$ cat src/rtl/flagAluPkg.sv
package flagAluPkg;

  localparam int OP_BITS = 5;
  localparam int OP_LAST = 17;

  // flag nibble positions: {N,Z,C,V}
  localparam int FLAG_N = 3;
  localparam int FLAG_Z = 2;
  localparam int FLAG_C = 1;
  localparam int FLAG_V = 0;

  typedef enum logic [OP_BITS-1:0] {
    OP_AND = 5'd0,  OP_EOR = 5'd1,  OP_SUB = 5'd2,  OP_RSB = 5'd3,
    OP_ADD = 5'd4,  OP_ADC = 5'd5,  OP_SBC = 5'd6,  OP_RSC = 5'd7,
    OP_TST = 5'd8,  OP_TEQ = 5'd9,  OP_CMP = 5'd10, OP_CMN = 5'd11,
    OP_ORR = 5'd12, OP_ORN = 5'd13, OP_MOV = 5'd14, OP_BIC = 5'd15,
    OP_MVN = 5'd16, OP_INS = 5'd17
  } aluOp_t;

  typedef enum logic [2:0] {
    UNIT_NONE, UNIT_AND, UNIT_EOR, UNIT_ORR, UNIT_ADD, UNIT_MOV, UNIT_INS
  } unitSel_t;

  typedef enum logic [1:0] {
    CIN_ZERO, CIN_ONE, CIN_FLAG
  } cinSel_t;

  typedef struct packed {
    unitSel_t unit;
    logic     invA;
    logic     invB;
    cinSel_t  cinSel;
    logic     arith;
    logic     writeEn;
    logic     flagEn;
  } aluCtrl_t;

endpackage

$ cat src/rtl/aluControl.sv
module aluControl
  import flagAluPkg::*;
(
  input  logic [OP_BITS-1:0] opcode,
  input  logic               setFlags,
  output aluCtrl_t           ctrl
);

  always_comb begin
    ctrl.unit    = UNIT_NONE;
    ctrl.invA    = 1'b0;
    ctrl.invB    = 1'b0;
    ctrl.cinSel  = CIN_ZERO;
    ctrl.arith   = 1'b0;
    ctrl.writeEn = 1'b1;
    unique case (aluOp_t'(opcode))
      OP_AND: ctrl.unit = UNIT_AND;
      OP_TST: begin ctrl.unit = UNIT_AND; ctrl.writeEn = 1'b0; end
      OP_BIC: begin ctrl.unit = UNIT_AND; ctrl.invB = 1'b1; end
      OP_EOR: ctrl.unit = UNIT_EOR;
      OP_TEQ: begin ctrl.unit = UNIT_EOR; ctrl.writeEn = 1'b0; end
      OP_ORR: ctrl.unit = UNIT_ORR;
      OP_ORN: begin ctrl.unit = UNIT_ORR; ctrl.invB = 1'b1; end
      OP_MOV: ctrl.unit = UNIT_MOV;
      OP_MVN: begin ctrl.unit = UNIT_MOV; ctrl.invB = 1'b1; end
      OP_INS: ctrl.unit = UNIT_INS;
      OP_ADD: begin ctrl.unit = UNIT_ADD; ctrl.arith = 1'b1; end
      OP_CMN: begin ctrl.unit = UNIT_ADD; ctrl.arith = 1'b1; ctrl.writeEn = 1'b0; end
      OP_ADC: begin ctrl.unit = UNIT_ADD; ctrl.arith = 1'b1; ctrl.cinSel = CIN_FLAG; end
      OP_SUB: begin
        ctrl.unit = UNIT_ADD; ctrl.arith = 1'b1; ctrl.invB = 1'b1; ctrl.cinSel = CIN_ONE;
      end
      OP_CMP: begin
        ctrl.unit = UNIT_ADD; ctrl.arith = 1'b1; ctrl.invB = 1'b1; ctrl.cinSel = CIN_ONE;
        ctrl.writeEn = 1'b0;
      end
      OP_SBC: begin
        ctrl.unit = UNIT_ADD; ctrl.arith = 1'b1; ctrl.invB = 1'b1; ctrl.cinSel = CIN_FLAG;
      end
      OP_RSB: begin
        ctrl.unit = UNIT_ADD; ctrl.arith = 1'b1; ctrl.invA = 1'b1; ctrl.cinSel = CIN_ONE;
      end
      OP_RSC: begin
        ctrl.unit = UNIT_ADD; ctrl.arith = 1'b1; ctrl.invA = 1'b1; ctrl.cinSel = CIN_FLAG;
      end
      default: ctrl.writeEn = 1'b0;
    endcase
    ctrl.flagEn = setFlags && (ctrl.unit != UNIT_NONE);
  end

endmodule

$ cat src/rtl/aluDatapath.sv
module aluDatapath
  import flagAluPkg::*;
#(
  parameter int WIDTH = 32
) (
  input  logic             clk,
  input  logic             rst,
  input  aluCtrl_t         ctrl,
  input  logic [WIDTH-1:0] operandA,
  input  logic [WIDTH-1:0] operandB,
  input  logic             shiftCarry,
  output logic [WIDTH-1:0] result,
  output logic [3:0]       flagsNext,
  output logic [3:0]       flagsQ
);

  localparam int HALF = WIDTH / 2;

  logic [WIDTH-1:0] addX, addY, sum;
  logic [WIDTH:0]   wideSum;
  logic             carryIn, carryOut, overflow;
  logic [WIDTH-1:0] bSel;

  always_comb begin
    addX = ctrl.invA ? ~operandA : operandA;
    bSel = ctrl.invB ? ~operandB : operandB;
    addY = bSel;
    unique case (ctrl.cinSel)
      CIN_ONE:  carryIn = 1'b1;
      CIN_FLAG: carryIn = flagsQ[FLAG_C];
      default:  carryIn = 1'b0;
    endcase
    wideSum  = {1'b0, addX} + {1'b0, addY} + {{WIDTH{1'b0}}, carryIn};
    sum      = wideSum[WIDTH-1:0];
    carryOut = wideSum[WIDTH];
    overflow = (addX[WIDTH-1] == addY[WIDTH-1]) && (sum[WIDTH-1] != addX[WIDTH-1]);
  end

  always_comb begin
    unique case (ctrl.unit)
      UNIT_AND: result = operandA & bSel;
      UNIT_EOR: result = operandA ^ bSel;
      UNIT_ORR: result = operandA | bSel;
      UNIT_ADD: result = sum;
      UNIT_MOV: result = bSel;
      UNIT_INS: result = {operandB[HALF-1:0], operandA[HALF-1:0]};
      default:  result = '0;
    endcase
  end

  always_comb begin
    if (ctrl.unit == UNIT_NONE) begin
      flagsNext = flagsQ;
    end else begin
      flagsNext[FLAG_N] = result[WIDTH-1];
      flagsNext[FLAG_Z] = (result == '0);
      flagsNext[FLAG_C] = ctrl.arith ? carryOut : shiftCarry;
      flagsNext[FLAG_V] = ctrl.arith ? overflow : flagsQ[FLAG_V];
    end
  end

  always_ff @(posedge clk) begin
    if (rst)              flagsQ <= '0;
    else if (ctrl.flagEn) flagsQ <= flagsNext;
  end

  // reset clears the flags
  p_reset_clear_r11: assert property (@(posedge clk) rst |=> flagsQ == 4'b0000);

  // load on enable, hold otherwise
  p_flag_load_r10: assert property (@(posedge clk) disable iff (rst)
    ctrl.flagEn |=> flagsQ == $past(flagsNext));
  p_flag_hold_r10: assert property (@(posedge clk) disable iff (rst)
    !ctrl.flagEn |=> $stable(flagsQ));

  // logical operations keep the stored overflow
  p_logic_keep_v_r6: assert property (@(posedge clk) disable iff (rst)
    (ctrl.unit != UNIT_NONE && !ctrl.arith) |-> flagsNext[FLAG_V] == flagsQ[FLAG_V]);

endmodule

$ cat src/rtl/flagAlu.sv
module flagAlu
  import flagAluPkg::*;
#(
  parameter int WIDTH = 32
) (
  input  logic               clk,
  input  logic               rst,
  input  logic [OP_BITS-1:0] opcode,
  input  logic [WIDTH-1:0]   operandA,
  input  logic [WIDTH-1:0]   operandB,
  input  logic               shiftCarry,
  input  logic               setFlags,
  input  logic [WIDTH-5:0]   statusLow,
  output logic [WIDTH-1:0]   result,
  output logic               writeDest,
  output logic [3:0]         flagsNext,
  output logic [WIDTH-1:0]   statusOut
);

  localparam int HALF = WIDTH / 2;

  aluCtrl_t   ctrl;
  logic [3:0] flagsQ;

  aluControl uCtrl (
    .opcode   (opcode),
    .setFlags (setFlags),
    .ctrl     (ctrl)
  );

  aluDatapath #(.WIDTH(WIDTH)) uPath (
    .clk        (clk),
    .rst        (rst),
    .ctrl       (ctrl),
    .operandA   (operandA),
    .operandB   (operandB),
    .shiftCarry (shiftCarry),
    .result     (result),
    .flagsNext  (flagsNext),
    .flagsQ     (flagsQ)
  );

  assign writeDest = ctrl.writeEn;
  assign statusOut = {flagsQ, statusLow};

  // undefined opcodes produce nothing
  p_undef_quiet_r12: assert property (@(posedge clk) disable iff (rst)
    (opcode > OP_BITS'(OP_LAST)) |-> (!writeDest && result == '0));

  // insert keeps the low half of operand A
  p_insert_low_r8: assert property (@(posedge clk) disable iff (rst)
    (opcode == OP_INS) |-> result[HALF-1:0] == operandA[HALF-1:0]);

  // compare and test opcodes never write
  p_compare_nowrite_r7: assert property (@(posedge clk) disable iff (rst)
    (opcode == OP_TST || opcode == OP_TEQ || opcode == OP_CMP || opcode == OP_CMN)
      |-> !writeDest);

endmodule

$ cat config.mk
export PLATFORM = sky130hd
export DESIGN_NAME = flagAlu
export DESIGN_NICKNAME = d
export VERILOG_FILES = /design/src/rtl/flagAluPkg.sv /design/src/rtl/aluControl.sv /design/src/rtl/aluDatapath.sv /design/src/rtl/flagAlu.sv
export SDC_FILE = /design/constraint.sdc
export NUM_CORES = 1
export LEC_CHECK = 0
export ABC_AREA = 1
export BUFFER_PORTS_ARGS = -buffer_cell sky130_fd_sc_hd__buf_4
export CAP_MARGIN = 20
export CORE_ASPECT_RATIO = 1.5
export CORE_MARGIN = 5
export CORE_UTILIZATION = 39
export CTS_CLUSTER_DIAMETER = 50
export DETAILED_ROUTE_END_ITERATION = 10
export GPL_ROUTABILITY_DRIVEN = 0
export GPL_TIMING_DRIVEN = 0
export REMOVE_ABC_BUFFERS = 1
export SYNTH_ARGS = -nofsm -noshare
export SYNTH_HDL_FRONTEND = slang
export SYNTH_HIERARCHICAL = 1
export SYNTH_SLANG_ARGS = --single-unit
$ cat constraint.sdc
create_clock -name clk -period 3.9 [get_ports clk]
set_input_delay 0.39 -clock clk [delete_from_list [all_inputs] [get_ports clk]]
set_output_delay 0.39 -clock clk [all_outputs]
set_load 0.02 [all_outputs]
==> qor.txt <==
=====================================================================================
IO Count                                                                          170
Largest net degree at the start of global routing                                  32
Post-layout worst setup margin                                             -0.2289 ns
Netlist area before placement                                                6345 um2
First-pass GRT wire length                                                   36220 um
Required time at the endpoint of the critical path                            3.51 ns
Vert. Die Dim                                                                166.2 um
Number of different library cells in the post-synthesis netlist                    46
Most frequent standard cell in the layout excluding fill and tap cells   sky130_fd_sc_hd__nand2_1
Routed wire length per instance                                              16.86 um
Async set-reset flop share out of synthesis                                        0%
Count of endpoints failing hold in the final timing report                          0
Sequential cell area fraction in the yosys report                              1.262%
Reported max-cap violation count                                                    0
Die Footprint                                                               18970 um2
Sort of element at the start of the critical path                           input pin
RSZ-0062 raised after global routing                                              yes
Placeable core area                                                         16120 um2
Effective utilization at floorplan                                             39.37%
Clock tree sinks                                                                    4
Fmax                                                                        242.2 MHz
Slew at the pin closest to its max-slew limit                               0.8090 ns
Top post-synthesis cells by area                                         sky130_fd_sc_hd__nand2_1, sky130_fd_sc_hd__ha_1, sky130_fd_sc_hd__inv_1, sky130_fd_sc_hd__xor2_1, sky130_fd_sc_hd__nor2_1
Root buffer cell                                                         sky130_fd_sc_hd__clkbuf_16
Largest registers                                                        uPath/flagsQ: 4 flops
Width of the die                                                             114.1 um
Run status                                                               finished, violations left
Insertion delay of the later-clocked pin in the worst-skew pair               0.22 ns
Number of iterations in the first detailed-routing pass                             6
HPWL after detailed placement                                                18310 um
Fill cell instance count of the final layout                                     1609
Post-DR vias/cell                                                               5.118
Register bit count reported by yosys                                                4
Final worst clock skew                                                    0.001667 ns
Number of instances in the synthesized netlist                                   1129
Max reg flops                                                                       4
Drt drc                                                                             0
Per-instance average area after synthesis                                   5.620 um2
Biggest area consumer among synthesized cells                            sky130_fd_sc_hd__nand2_1
Max IR drop VDD                                                             0.4598 mV
IO Port Bufs                                                                      113
Antenna Violating Nets Remaining                                                    0
Number of levels the H-tree was split into                                          1
Proportion of netlist area held by the largest area contributor                20.77%
Total via count after detailed routing                                           7416
Prevailing post-synth register cell                                      sky130_fd_sc_hd__dfxtp_1
Antenna violations before repair                                                    0
Site Rows                                                                          57
Share of cells above drive strength 1                                          32.26%
Slew headroom                                                                  45.89%
Area delta synth->final                                                        43.50%
Critical path arrival                                                         3.74 ns
Final Core Density                                                             56.49%
Total Power Consumption                                                      2.230 mW
Longest Clk Path Bufs                                                               2
Count of flip-flops with a built-in enable after synthesis                          0
Count of nets after finishing                                                    1445
Share of the cycle needed by the critical path after routing                   105.9%
Clock tree from TritonCTS                                                        done
Most frequent cells in the layout                                        sky130_fd_sc_hd__nand2_1, sky130_fd_sc_hd__inv_1, sky130_fd_sc_hd__buf_4
Total grt overflow                                                                  0
Violated checks                                                          setup timing
TritonCTS buffer count                                                              3
Path type of the worst min-delay path                                       in -> reg
Combined global-route utilization of all metal layers                          23.63%
Crit Path Class                                                             in -> out
Area of the multi-input gates                                                6355 um2
Max-slew violation count                                                            0
Crit path time final                                                         4.129 ns
Power per unit of standard cell area                                     244.9 nW/um2
Antenna cell count                                                                  0
Minimum hold slack                                                          0.4502 ns
Sequential cell area                                                        80.08 um2
Total of endpoints with negative setup slack in the final report                    1
Clock-pin slew of the registers on the worst-case setup and hold paths        0.03 ns
Wire length after detailed routing                                           24430 um
Reported leakage power                                                       4.831 nW
Sort of element at the end of the critical path                           output port
Critical-path maximum fanout                                                        8
Yosys warning count                                                                 6
Initial DRC count                                                                 354
Vias in the first global route                                                   7077
Register bank with the most flops                                        uPath/flagsQ
=====================================================================================
-- worst max-delay path, stage by stage --
cell	delay [ns]
sky130_fd_sc_hd__buf_12	0.12
sky130_fd_sc_hd__nand3b_1	0.22
sky130_fd_sc_hd__o2111ai_4	0.33
sky130_fd_sc_hd__buf_12	0.15
sky130_fd_sc_hd__xor2_4	0.16
sky130_fd_sc_hd__fa_2	0.25
sky130_fd_sc_hd__inv_2	0.05
sky130_fd_sc_hd__fa_2	0.39
sky130_fd_sc_hd__inv_2	0.07
sky130_fd_sc_hd__nand2_2	0.07
sky130_fd_sc_hd__nand2_2	0.06
sky130_fd_sc_hd__nor2_1	0.04
sky130_fd_sc_hd__nor2_1	0.12
sky130_fd_sc_hd__nand3_1	0.14
sky130_fd_sc_hd__nor2_1	0.15
sky130_fd_sc_hd__nand2_1	0.06
sky130_fd_sc_hd__nor2_1	0.13
sky130_fd_sc_hd__nand2_2	0.08
sky130_fd_sc_hd__nor2_4	0.13
sky130_fd_sc_hd__nand2_2	0.08
sky130_fd_sc_hd__nor2_4	0.10
sky130_fd_sc_hd__nand2_2	0.07
sky130_fd_sc_hd__nor2_4	0.10
sky130_fd_sc_hd__nand2_2	0.08
sky130_fd_sc_hd__nand2_2	0.07
sky130_fd_sc_hd__buf_6	0.11
-- timing repair --
item                       CTS  global route
pin swaps                   22            60
hold buffers                 0             0
hold endpoints to repair     0             0
buffers inserted            24            25
cloned                       2             0
setup endpoints to repair   33            12
gates resized for setup    115           170
-- final timing paths --
path                                      start         endpoint  slack [ns]  depth (start not counted)
worst max register to register  uPath/flagsQ[1]  uPath/flagsQ[2]        0.72                         25
worst min register to register  uPath/flagsQ[3]  uPath/flagsQ[3]        0.57                          4
worst max-delay path                  opcode[0]     flagsNext[2]       -0.23                         26
worst min-delay path                        rst  uPath/flagsQ[0]        0.45                          4
-- logic make-up after synthesis --
logic type	Yosys count	share of synthesized area [%]
AND/OR/NAND/NOR	586	39.54
buffers and inverters	272	19.78
AO/OA/AOI/OAI	105	10.73
adder cells (fa/ha/maj)	99	19.76
XOR/XNOR	63	8.933
flip-flops	4	1.262
-- stage by stage --
stage | instances | area, um2 | TNS, ns | worst slack, ns
6_report | 1449 | 9105 | -0.2289 | -0.2289
3_5_place_dp | 1395 | 7128 | -12.39 | -1.331
3_3_place_gp | 1392 | 7017 | -131.82 | -4.460
5_1_grt | 1449 | 9105 | -0.5339 | -0.3933
2_1_floorplan | 1073 | 5911 | -53.05 | -2.195
4_1_cts | 1424 | 8099 | -0.3341 | -0.2639
-- synth_stat cells (3+ instances only) --
cell and instances:
sky130_fd_sc_hd__nor2_1 100, sky130_fd_sc_hd__a221oi_1 9, sky130_fd_sc_hd__nand3_1 68, sky130_fd_sc_hd__inv_1 206, sky130_fd_sc_hd__buf_4 34, sky130_fd_sc_hd__nor3_2 4, sky130_fd_sc_hd__a21oi_1 31, sky130_fd_sc_hd__nand4_1 16
sky130_fd_sc_hd__and2_1 3, sky130_fd_sc_hd__nand3b_1 9, sky130_fd_sc_hd__nor3_1 13, sky130_fd_sc_hd__buf_6 12, sky130_fd_sc_hd__xor2_1 49, sky130_fd_sc_hd__nand3_2 5, sky130_fd_sc_hd__ha_1 97, sky130_fd_sc_hd__buf_2 5
sky130_fd_sc_hd__o21ai_0 23, sky130_fd_sc_hd__o211ai_1 12, sky130_fd_sc_hd__nand2_1 351, sky130_fd_sc_hd__a22o_1 7, sky130_fd_sc_hd__o221ai_1 4, sky130_fd_sc_hd__or2_2 3, sky130_fd_sc_hd__xnor2_1 12, sky130_fd_sc_hd__dfxtp_1 4
sky130_fd_sc_hd__nor2_2 4, sky130_fd_sc_hd__a211oi_1 6, sky130_fd_sc_hd__buf_1 4, sky130_fd_sc_hd__inv_2 7, sky130_fd_sc_hd__o22ai_1 8
-- where the power goes --
part / internal, mW / switching, mW
clock: 0.131 / 0.0277
combinational: 0.821 / 1.20
sequential: 0.0453 / 0.00359
total: 0.997 / 1.23
-- per-layer routing --
layer  up-vias  track usage (%)  wire (um)
li1       3718                -          -
met2       238            41.89      12390
met3        39            3.974       1567
met1      3421            28.13       9549
met5         -            1.067          0
met4         0            8.269        920
-- layout make-up --
cell class	instances	area share [%]
Clock buffer	3	0.8245
Timing Repair Buffer	167	16.52
Sequential cell	4	0.8795
Inverter	216	9.152
Tap cell	206	2.831
Multi-Input combinational cell	853	69.80
Power figures use the tool's default switching activity.
